`config.mk`:
```
export PLATFORM = sky130hd
export DESIGN_NAME = dbs_next_pc
export DESIGN_NICKNAME = d
export VERILOG_FILES = /design/src/rtl/dbs_pkg.sv /design/src/rtl/dbs_cond_eval.sv /design/src/rtl/dbs_disp_target.sv /design/src/rtl/dbs_next_pc.sv
export SDC_FILE = /design/constraint.sdc
export NUM_CORES = 1
export LEC_CHECK = 0
export BUFFER_PORTS_ARGS = -buffer_cell sky130_fd_sc_hd__buf_4
export CORE_UTILIZATION = 40
export DETAILED_ROUTE_END_ITERATION = 6
export GPL_TIMING_DRIVEN = 0
export SYNTH_ARGS = -nofsm -noshare
export SYNTH_HDL_FRONTEND = slang
export SYNTH_SLANG_ARGS = --single-unit
```
`constraint.sdc`:
```
create_clock -name clk -period 8.9 [get_ports clk]
set_clock_uncertainty 0.1 [all_clocks]
set_input_delay 1.335 -clock clk [delete_from_list [all_inputs] [get_ports clk]]
set_output_delay 1.335 -clock clk [all_outputs]
set_load 0.03 [all_outputs]
```
`src/rtl/dbs_pkg.sv`:
```
package dbs_pkg;

   localparam logic [3:0] CC_NEVER  = 4'h0;
   localparam logic [3:0] CC_ALWAYS = 4'h8;

   typedef struct packed {
      logic n;
      logic z;
      logic v;
      logic c;
   } icc_t;

   typedef enum logic [1:0] {
      ACT_SEQ       = 2'd0,
      ACT_TAKEN     = 2'd1,
      ACT_JUMP_SKIP = 2'd2,
      ACT_SEQ_SKIP  = 2'd3
   } act_t;

endpackage

```
`src/rtl/dbs_cond_eval.sv`:
```
module dbs_cond_eval
   import dbs_pkg::*;
(
   input  logic [3:0] cond,
   input  icc_t       flags,
   output logic       pass
);
   logic base;

   always_comb begin
      unique case (cond[2:0])
         3'd0: base = 1'b0;
         3'd1: base = flags.z;
         3'd2: base = flags.z | (flags.n ^ flags.v);
         3'd3: base = flags.n ^ flags.v;
         3'd4: base = flags.c | flags.z;
         3'd5: base = flags.c;
         3'd6: base = flags.n;
         default: base = flags.v;
      endcase
      pass = base ^ cond[3];
   end
endmodule

```
`src/rtl/dbs_disp_target.sv`:
```
module dbs_disp_target #(
   parameter int ADDR_W = 64,
   parameter int DISP_W = 22
) (
   input  logic [ADDR_W-1:0] pc,
   input  logic [DISP_W-1:0] disp,
   output logic [ADDR_W-1:0] target
);
   localparam int EXT_W = ADDR_W - DISP_W - 2;

   logic [ADDR_W-1:0] offset;

   assign offset = {{EXT_W{disp[DISP_W-1]}}, disp, 2'b00};
   assign target = pc + offset;
endmodule

```
`src/rtl/dbs_next_pc.sv`:
```
module dbs_next_pc
   import dbs_pkg::*;
#(
   parameter int ADDR_W       = 64,
   parameter int DISP_SHORT_W = 19,
   parameter int DISP_LONG_W  = 22
) (
   input  logic                   clk,
   input  logic                   rst_n,
   input  logic                   in_valid,
   input  logic                   fmt_long,
   input  logic [ADDR_W-1:0]      pc,
   input  logic [ADDR_W-1:0]      npc,
   input  logic [3:0]             cond,
   input  logic                   annul,
   input  logic [DISP_LONG_W-1:0] disp,
   input  logic [3:0]             icc,
   output logic                   out_valid,
   output logic [ADDR_W-1:0]      next_npc,
   output logic [ADDR_W-1:0]      next_nnpc,
   output logic                   slot_annulled
);
   localparam int               N_FMT = 2;
   localparam logic [ADDR_W-1:0] STEP = ADDR_W'(4);

   if (DISP_SHORT_W < 2 || DISP_SHORT_W >= DISP_LONG_W) begin : g_bad_short
      $error("dbs_next_pc: short displacement must be narrower than long");
   end
   if (DISP_LONG_W + 2 >= ADDR_W) begin : g_bad_addr
      $error("dbs_next_pc: address too narrow for displacement");
   end

   logic [ADDR_W-1:0] tgt [N_FMT];

   for (genvar g = 0; g < N_FMT; g++) begin : g_fmt
      localparam int DW = (g == 1) ? DISP_LONG_W : DISP_SHORT_W;
      dbs_disp_target #(
         .ADDR_W (ADDR_W),
         .DISP_W (DW)
      ) u_tgt (
         .pc     (pc),
         .disp   (disp[DW-1:0]),
         .target (tgt[g])
      );
   end

   logic pass;

   dbs_cond_eval u_cond (
      .cond  (cond),
      .flags (icc_t'(icc)),
      .pass  (pass)
   );

   act_t              act;
   logic [ADDR_W-1:0] target, seq4, npc_d, nnpc_d;
   logic              ann_d;

   assign target = fmt_long ? tgt[1] : tgt[0];
   assign seq4   = npc + STEP;

   always_comb begin
      unique case (cond)
         CC_ALWAYS: act = annul ? ACT_JUMP_SKIP : ACT_TAKEN;
         CC_NEVER:  act = annul ? ACT_SEQ_SKIP  : ACT_SEQ;
         default:   act = pass ? ACT_TAKEN : (annul ? ACT_SEQ_SKIP : ACT_SEQ);
      endcase
   end

   always_comb begin
      unique case (act)
         ACT_TAKEN: begin
            npc_d = npc;    nnpc_d = target;        ann_d = 1'b0;
         end
         ACT_JUMP_SKIP: begin
            npc_d = target; nnpc_d = target + STEP; ann_d = 1'b1;
         end
         ACT_SEQ_SKIP: begin
            npc_d = seq4;   nnpc_d = seq4 + STEP;   ann_d = 1'b1;
         end
         default: begin
            npc_d = npc;    nnpc_d = seq4;          ann_d = 1'b0;
         end
      endcase
   end

   always_ff @(posedge clk) begin
      if (!rst_n) begin
         out_valid     <= 1'b0;
         next_npc      <= '0;
         next_nnpc     <= '0;
         slot_annulled <= 1'b0;
      end else begin
         out_valid <= in_valid;
         if (in_valid) begin
            next_npc      <= npc_d;
            next_nnpc     <= nnpc_d;
            slot_annulled <= ann_d;
         end
      end
   end

   // one-cycle latency of the valid strobe
   a_r1_valid_latency: assert property (@(posedge clk) disable iff (!rst_n)
      in_valid |=> out_valid);
   // results hold while idle
   a_r1_hold_idle: assert property (@(posedge clk) disable iff (!rst_n)
      !in_valid |=> ($stable(next_npc) && $stable(next_nnpc) && !out_valid));
   // an annulled slot is always followed by a sequential pair
   a_r6_skip_pair: assert property (@(posedge clk) disable iff (!rst_n)
      (out_valid && slot_annulled) |-> (next_nnpc == next_npc + STEP));
   // a kept delay slot means the delay-slot address passes through
   a_r8_keep_slot: assert property (@(posedge clk) disable iff (!rst_n)
      (out_valid && !slot_annulled) |-> (next_npc == $past(npc)));
   // branch-never without annul never annuls
   a_r5_never_plain: assert property (@(posedge clk) disable iff (!rst_n)
      (in_valid && cond == CC_NEVER && !annul) |=> !slot_annulled);

endmodule

```
==> results of run 1 <==
-- metal layers --
| metal | share of wire, % | up-vias |
|---|---|---|
| li1 | - | 8729 |
| met1 | 38 | 9439 |
| met2 | 42 | 1558 |
| met5 | 0 | - |
| met4 | 7.2 | 0 |
| met3 | 13 | 357 |
-- cells by family after synthesis --
kind of cell,Yosys count,share of synthesized area (%)
adder cells (fa/ha/maj),64,5.49
buffers and inverters,187,4.93
multiplexers,19,1.29
AO/OA/AOI/OAI,765,33.4
XOR/XNOR,153,9.10
AND/OR/NAND/NOR,848,28.1
flip-flops,130,17.7
-- power groups by stage --
| stage | logic [mW] | registers, mW | clock network [mW] |
|---|---|---|---|
| final | 1.53 | 0.690 | 0.763 |
| after global routing | 1.60 | 0.693 | 0.770 |
| after CTS | 1.47 | 0.688 | 0.749 |
| after detailed placement | 1.47 | 0.700 | 0 |
| after global placement | 1.45 | 0.700 | 0 |
| after floorplan | 0.779 | 0.800 | 0 |
-- critical path, delay by kind of cell --
kind / cells / cell delay (ns)
simple gates: 8 / 3.04
fa+ha+maj: 1 / 0.28
buf+inv: 8 / 3.36
compound gates: 4 / 1.23
-- area by class of cell --
type                    count  area [sq um]  area share, %
multi-input cells        1849         11400           63.3
flip-flops and latches    130          2600           14.4
repair buffers            285          2140           11.8
well taps                 461           577           3.19
plain buffers             145           574           3.18
clock buffers              17           425           2.36
clock inverters            15           160          0.887
inverters                  38           143          0.790
diodes                      2          5.00         0.0277
-- worst min-delay path by stage --
stage | startpoint | to | cells past startpoint
floorplan | next_nnpc[17] | next_nnpc[17] | 2
detailed placement | next_nnpc[22] | next_nnpc[22] | 2
global route | next_nnpc[16] | next_nnpc[16] | 2
CTS | next_nnpc[16] | next_nnpc[16] | 2
finish | next_nnpc[16] | next_nnpc[16] | 2
global placement | next_nnpc[17] | next_nnpc[17] | 2
-- flip-flops by register name (all words and copies together), names as in the netlist --
register and flops:
next_npc 64, out_valid 1, next_nnpc 64, slot_annulled 1
-- cell usage in the layout, fill, tap and decap left out, types with 8 or more instances in the layout --
cell	instances
and3_1	27
inv_1	37
clkbuf_16	17
mux2i_1	19
o211ai_1	29
buf_4	287
a22oi_1	14
a32oi_1	13
o221ai_1	24
nand2_1	233
and4_1	8
o2111ai_1	11
ha_1	63
a221oi_1	41
nand3_1	62
or2_2	10
xor2_1	63
dfxtp_1	130
nor3_1	63
o21ai_0	219
clkbuf_1	119
a21o_1	21
or4_1	11
buf_2	9
nor2_1	230
nand2b_1	18
o22ai_1	10
a211oi_1	36
nor3b_1	13
o21bai_1	15
a311oi_1	10
a21oi_1	197
o21a_1	12
nor4_1	27
nand4_1	49
buf_1	11
a31oi_1	29
xnor2_1	90
or3_1	25
and2_1	32
-- through the flow --
| stage | setup WS (ns) | instance area [sq um] | util (%) | hold WS (ns) |
|---|---|---|---|---|
| after CTS | 0.0431 | 18100 | 50.3 | 0.369 |
| after global routing | 0.0362 | 18100 | 50.3 | 0.392 |
| after detailed placement | -1.60 | 17500 | 48.6 | 0.355 |
| after global placement | -3.12 | 17400 | 48.6 | 0.352 |
| final | -0.0918 | 18100 | 50.3 | 0.372 |
| after floorplan | 2.17 | 14700 | - | 0.468 |
-- repair_timing --
item / in CTS / in global routing
setup endpoints to repair: 23 / 9
resized for setup: 5 / 1
setup buffers: 0 / 0
==> results_dict.tcl, run 1 <==
set metrics [dict create \
    endpoint "next_nnpc[58]" \
    grt_pass1_vias 18662 \
    dp_hpwl_microns 68500 \
    max_stage_delay_ns 0.73 \
    hold_viol 0 \
    io_buffers 284 \
    antenna_found_initial 4 \
    firstDrtPassIters 7 \
    clkTransAtPathRegs_ns 0.08 \
    synthFlopType "dfxtp_1" \
    ant_nets 0 \
    slew_violations 0 \
    tightest_slew_ns 1.33 \
    grt.met1_usage_pct 56.7 \
    p_seq_share_pct 23.1 \
    area_growth_pct 22.6 \
    yosysWarnings 0 \
    instances_no_fill 2942 \
    rsz0062_at_grt "no" \
    ys_seq_elements 130 \
    yosysTopAreaCell "dfxtp_1" \
    overflow 0 \
    r2r_slack_ns 7.25 \
    layout_setup_ws_ns -0.0918 \
    netlist_area_sq_um 14700 \
    cts_buffers 17 \
    setup_tns_ns -0.224 \
    peakVddDrop_mv 0.138 \
    crit_fanout 19 \
    setup_viol 3 \
    violations "design-rule violations, negative setup slack" \
    drive_above_1_share_pct 15.1 \
    yosysMostFrequentCell "nand2_1" \
    synth-edff-count 0 \
    async_flop_share_pct 0 \
    synth_common_cells "nand2_1, nor2_1, o21ai_0" \
    cts_tree "done" \
    p_total_mw 2.99 \
    clk_latency_ns 0.44 \
    fmax_mhz 111 \
    ff2ff_path_depth 4 \
    grt_max_degree 42 \
    drc_errors 2 \
    clk_path_buf_depth 2 \
    drv_cap 0 \
    p_int_mw 1.52 \
    rr_endpoint "next_nnpc[45]" \
    routed_via_density 6.83 \
    hold_path.class "flop to flop" \
    ys_seq_area_share_pct 17.7 \
    use_met3_pct 11.7 \
    routed-via-count 20083 \
    cp.required_ns 9.18 \
    grt.met2_usage_pct 68.4 \
    synthCells 2166 \
    p_clk_share_pct 25.5 \
    power_frac_comb_pct 51.4 \
    critPathLaunch "cond[0]" \
    timing.slew.headroom_pct 10.1 \
    power_density_nw_per_um2 165 \
    path_cells "buf_4 > nand2b_1 > a221oi_1 > nor4b_2 > buf_4 > nor2_1 > buf_2 > buf_1 > clkbuf_1 > clkbuf_2 > clkbuf_1 > a21o_1 > ha_1 > o21a_1 > nor4b_4 > nor4b_1 > nand3b_1 > or2_2 > clkbuf_1 > or4_1 > o211ai_1" \
    rr_startpoint "next_nnpc[45]" \
    arrival_ns 9.27 \
    dieArea_sq_um 37600 \
    routedWlPerCell_microns 29.8 \
    cpMaxStageDelayCell "clkbuf_1" \
    dp.cells 2912 \
    critPathCaptureType "flop" \
    synth.distinct_cells 86 \
    die_y_microns 194 \
    chipWidth_microns 194 \
    fillers 3698 \
    critPathKind "primary input to flop" \
    fin_crit_sh_pct 101 \
    htree_levels 4 \
    leakage_nw 6.97 \
    drt_first_iter_violations 2815 \
    cts-root-buf "clkbuf_16" \
    wl_microns 87800 \
    synth_fp_nets 2393 \
    outcome "finished with violations" \
    grt_pass1_wl_microns 124000 \
    start_util_pct 41.0 \
    rows 69 \
    synth_area_leaders "dfxtp_1, o21ai_0, a21oi_1" \
    gp_congestion 1.08 \
    clkSinkCount 130 \
    nets 2693 \
    crit_top_cell "clkbuf_1" \
    min_period_ns 8.99 \
    ios 293 \
    synth.top_cell.area_share_pct 17.7 \
    start_kind "primary input" \
    avgSynthCellArea_sq_um 6.80 \
    switching_power_mw 1.47 \
    top_usage_layer "met2" \
    track_usage_pct 45.0 \
    core-area_sq_um 35900 \
    holdBufCountCts 0 \
    switching_share_pct 49.2 \
]
No activity file was read; power rests on OpenSTA's default activity.
==> run 2: changes to the inputs <==
CORE_ASPECT_RATIO = 0.8   (was not set)
==> run 2 against run 1 <==
  * The run now ends clean
  * First-iteration DRC count down 8.2%
  * Via count down 0.69%
  * Count of clock-buffer cells in the layout up 1
  * Sequential share of layout area about the same
  * Wire length down 4.0%
  * Non-clock buffer count up 2
  * Final cell count up 0.68%
  * Cell area up 0.33%
  * Utilization down 0.057 points
  * Total power about the same
  * Global-route usage down 1.5 points
  * Clock power about the same
  * Critical path type unchanged
  * Critical endpoint is now next_nnpc[56]
  * Largest cell class unchanged
  * Largest power group unchanged
==> results_dict.tcl, run 2 (synthesis gave the netlist of run 1 again) <==
set metrics [dict create \
    rows 62 \
    drt_first_iter_violations 2584 \
    holdBufCountCts 0 \
    htree_levels 4 \
    grt_pass1_wl_microns 120000 \
    io_buffers 284 \
    cp.required_ns 9.16 \
    layout_commonest_cell "buf_4" \
    timing.slew.headroom_pct 6.08 \
    min_period_ns 8.64 \
    wl_microns 84300 \
    hp-start "next_nnpc[17]" \
    whs_path_depth 2 \
    area_growth_pct 23.0 \
    antenna_found_initial 1 \
    arrival_ns 8.90 \
    start_util_pct 40.8 \
    drive_above_1_share_pct 15.2 \
    cts-root-buf "clkbuf_16" \
    fmax_mhz 116 \
    final_cell_mix "buf_4, nand2_1, nor2_1" \
    gp_congestion 1.04 \
    grt_pass1_vias 18433 \
    reg.largest.list "next_nnpc (64), next_npc (64)" \
    ios 293 \
    clkSinkCount 130 \
    routedWlPerCell_microns 28.5 \
    die_y_microns 174 \
    cts_buffers 17 \
    power_density_nw_per_um2 165 \
    grt_max_degree 42 \
    ant_nets 0 \
    post-cts-setup-buffers 0 \
    whs_endpoint "next_nnpc[17]" \
    fin_crit_sh_pct 97.1 \
    dp_hpwl_microns 67400 \
    hold_viol 0 \
    p_total_mw 2.99 \
    rr_startpoint "next_nnpc[45]" \
    nets 2695 \
    dieArea_sq_um 37600 \
    outcome "completed" \
    setup_tns_ns 0 \
    routed_via_density 6.73 \
    r2r_slack_ns 7.27 \
    start_kind "primary input" \
    critPathCaptureType "flop" \
    routed-via-count 19945 \
    leakage_nw 7.00 \
    drc_errors 0 \
    slew_violations 0 \
    critPathKind "primary input to flop" \
    rsz0062_at_grt "no" \
    ff2ff_path_depth 4 \
    clkTransAtPathRegs_ns 0.07 \
    instances_no_fill 2962 \
    core-area_sq_um 36100 \
    overflow 0 \
    hold_path.class "flop to flop" \
    setup_viol 0 \
    drv_cap 0 \
    clk_latency_ns 0.47 \
    dp.cells 2932 \
    cts_tree "done" \
    chipWidth_microns 217 \
    clk_path_buf_depth 2 \
    rr_endpoint "next_nnpc[45]" \
    track_usage_pct 43.5 \
    firstDrtPassIters 6 \
    tightest_slew_ns 1.39 \
    crit_fanout 19 \
    peakVddDrop_mv 0.0966 \
]
## run 2: worst max-delay path by stage
stage                                to     from  depth (start not counted)  slack (ns)
final                     next_nnpc[56]  cond[0]                         22        0.26
after global routing      next_nnpc[56]  cond[0]                         22        0.16
after CTS                 next_nnpc[56]  cond[0]                         22        0.32
after detailed placement  next_nnpc[56]   icc[3]                         23       -1.84
after global placement    next_nnpc[56]   icc[3]                         22       -2.88
after floorplan           next_nnpc[58]  cond[0]                         22        2.17
## run 2: repair_timing
action | CTS | global route
gates resized for setup | 8 | 2
hold endpoints to repair | 0 | 0
setup endpoints to repair | 23 | 5
## run 2: cell type report
class	count	area, sq um
Antenna cell	1	2.50
Buffer	146	584
Clock buffer	18	429
Clock inverter	14	164
Fill cell	3791	18000
Inverter	38	143
Multi-Input combinational cell	1849	11400
Sequential cell	130	2600
Tap cell	480	601
Timing Repair Buffer	286	2150
## run 2: metrics by stage
| step | instance area (sq um) | utilization [%] | setup slack, ns | hold WS (ns) |
|---|---|---|---|---|
| 2_1_floorplan | 14700 | - | 2.17 | 0.468 |
| 3_3_place_gp | 17500 | 48.4 | -2.88 | 0.351 |
| 3_5_place_dp | 17500 | 48.5 | -1.84 | 0.352 |
| 4_1_cts | 18100 | 50.2 | 0.318 | 0.371 |
| 5_1_grt | 18100 | 50.2 | 0.165 | 0.378 |
| 6_report | 18100 | 50.2 | 0.256 | 0.371 |
## run 2: critical path, cell delays in order
cell and delay, ns:
buf_4 0.12, nand2b_1 0.16, a221oi_1 0.46, nor4b_2 0.21, nor2_1 0.19, buf_2 0.49
buf_2 0.41, clkbuf_1 0.62, clkbuf_1 0.63, buf_2 0.47, clkdlybuf4s15_2 0.56, nand2_1 0.10
nand2_1 0.11, ha_1 0.29, o21a_1 0.22, nor4b_2 0.44, nor4b_2 0.53, nand3b_1 0.25
or2_2 0.36, clkbuf_1 0.22, o31a_1 0.38, o31a_1 0.30
## run 2: routing by layer
layer | wire (microns) | vias up | track usage (%)
met4 | 5120 | 0 | 25.0
li1 | - | 8727 | -
met1 | 34300 | 9590 | 57.6
met2 | 36000 | 1342 | 65.0
met3 | 8860 | 286 | 9.00
met5 | 0 | - | 0
## run 2: report_power, final
part / total [mW] / switching (mW) / internal (mW)
Combinational: 1.53 / 1.06 / 0.477
Sequential: 0.689 / 0.0467 / 0.642
Clock: 0.765 / 0.344 / 0.421
Total: 2.99 / 1.45 / 1.54
==> run 3: changes to the inputs <==
CTS_BUF_LIST = sky130_fd_sc_hd__clkbuf_2   (was not set)
==> run 3 against run 2 <==
  * Critical endpoint unchanged
  * Highest routed layer unchanged
  * Wire length fell by 0.16%
  * Sequential share of layout area rose by 0.27 points
  * Cell area fell by 1.9%
  * Critical path depth did not move
  * First-iteration DRC count rose by 1.7%
  * Combinational power barely moved
  * The run now ends with negative setup slack left
  * Global-route usage fell by 0.073 points
  * Largest cell class unchanged
  * Non-clock buffer count rose by 1
  * Clock power fell by 42%
  * Die area did not move
==> results_dict.tcl, run 3 (synthesis gave the netlist of run 1 again) <==
set metrics [dict create \
    routed_via_density 6.74 \
    clk_path_buf_depth 2 \
    layout_commonest_cell "buf_4" \
    start_kind "primary input" \
    rows 62 \
    peakVddDrop_mv 0.0961 \
    whs_path_depth 2 \
    fmax_mhz 111 \
    hold_path.class "flop to flop" \
    setup_viol 5 \
    ff2ff_path_depth 4 \
    rr_endpoint "next_nnpc[45]" \
    leakage_nw 6.85 \
    max_stage_delay_ns 0.79 \
    fillers 3833 \
    hp-start "slot_annulled" \
    cp.required_ns 9.61 \
    critPathKind "primary input to flop" \
    reg.largest.list "next_nnpc (64), next_npc (64)" \
    clkTransAtPathRegs_ns 0.24 \
    met1_length_microns 34000 \
    setup_tns_ns -0.438 \
    rr_startpoint "next_nnpc[45]" \
    cts_buffers 17 \
    timing.slew.headroom_pct 8.39 \
    tightest_slew_ns 1.36 \
    overflow 0 \
    ios 293 \
    dp.cells 2932 \
    firstDrtPassIters 7 \
    path_cells "buf_4 > mux2i_1 > a221oi_1 > nor4b_2 > buf_4 > or2_2 > clkbuf_1 > buf_2 > clkbuf_2 > buf_1 > buf_1 > nand2_1 > nand2_1 > ha_1 > o21a_1 > nor4b_1 > nor4b_2 > nand3b_1 > or2_2 > clkbuf_1 > o31a_1 > o31a_1" \
    fin_crit_sh_pct 102 \
    top_layer "met4" \
    final_cell_mix "buf_4, nand2_1, nor2_1" \
    outcome "finished with violations" \
    cts-root-buf "clkbuf_2" \
    grt_pass1_vias 18420 \
    layout_setup_ws_ns -0.140 \
    grt_max_degree 42 \
    cts_tree "done" \
    holdBufCountCts 0 \
    whs_ns 0.388 \
    nets 2696 \
    chipWidth_microns 217 \
    area_growth_pct 20.7 \
    rsz0062_at_grt "no" \
    dieArea_sq_um 37600 \
    min_period_ns 9.04 \
    grt_pass1_wl_microns 120000 \
    instances_no_fill 2968 \
    crit_fanout 19 \
    route.met3.wl_microns 9210 \
    antenna_found_initial 2 \
    slew_violations 0 \
    wl_met2_microns 35300 \
    routedWlPerCell_microns 28.3 \
    arrival_ns 9.75 \
    drive_above_1_share_pct 15.2 \
    start_util_pct 40.8 \
    critPathCaptureType "flop" \
    violations "negative setup slack" \
    wl_microns 84100 \
    core-area_sq_um 36100 \
    drt_first_iter_violations 2629 \
    cpMaxStageDelayCell "buf_1" \
    gp_congestion 1.04 \
    clk_latency_ns 0.86 \
    dp_hpwl_microns 67400 \
    r2r_slack_ns 7.29 \
    clkSinkCount 130 \
    whs_endpoint "slot_annulled" \
    hold_viol 0 \
    die_y_microns 174 \
    htree_levels 4 \
    power_density_nw_per_um2 150 \
    track_usage_pct 43.4 \
    routed-via-count 19992 \
    io_buffers 284 \
    drc_errors 0 \
    ant_nets 0 \
    drv_cap 0 \
]
## run 3: cell count changes in the layout (fill, tap and decap cells not counted), sizes merged
cell    delta
clkbuf     +1
diode      +5
## run 3: what timing repair did
item,in CTS,in global routing
buffers inserted,0,0
gates resized for setup,7,1
hold endpoints to repair,0,0
setup endpoints to repair,17,11
## run 3: power breakdown
group	switching (mW)	internal (mW)
clock network	0.301	0.140
logic	1.06	0.477
registers	0.0462	0.644
total	1.40	1.26
## run 3: area by class of cell
type | count | area, sq um | area share, %
clock buffers | 18 | 90.1 | 0.507
diodes | 6 | 15.0 | 0.0844
plain buffers | 147 | 588 | 3.31
clock inverters | 14 | 164 | 0.922
flip-flops and latches | 130 | 2600 | 14.6
multi-input cells | 1849 | 11400 | 64.3
repair buffers | 286 | 2150 | 12.1
well taps | 480 | 601 | 3.38
inverters | 38 | 143 | 0.802
## run 3: worst max path at each step
stage	end	startpoint	cells after the start	slack (ns)
after global routing	next_nnpc[58]	icc[3]	22	0.07
after floorplan	next_nnpc[58]	cond[0]	22	2.17
after global placement	next_nnpc[56]	icc[3]	22	-2.88
final	next_nnpc[56]	cond[0]	22	-0.14
after detailed placement	next_nnpc[56]	icc[3]	23	-1.84
after CTS	next_nnpc[58]	cond[0]	23	0.04
## run 3: routing by layer
| layer | vias up | track usage [%] |
|---|---|---|
| li1 | 8743 | - |
| met1 | 9526 | 56.9 |
| met2 | 1420 | 64.6 |
| met3 | 303 | 9.40 |
| met4 | 0 | 26.5 |
| met5 | - | 0 |
## run 3: stage by stage
step	utilization [%]	worst slack [ns]	cell area [sq um]	power (mW)
2_1_floorplan	-	2.17	14700	1.58
3_3_place_gp	48.4	-2.88	17500	2.16
3_5_place_dp	48.5	-1.84	17500	2.17
4_1_cts	49.2	0.0442	17800	2.60
5_1_grt	49.3	0.0695	17800	2.76
6_report	49.3	-0.140	17800	2.66
## run 3: critical path: cells and delay by family
kind            cells  cell delay, ns
buf+inv             8            3.73
compound gates      4            1.08
mux                 1            0.22
simple gates        8            3.04
fa+ha+maj           1            0.28
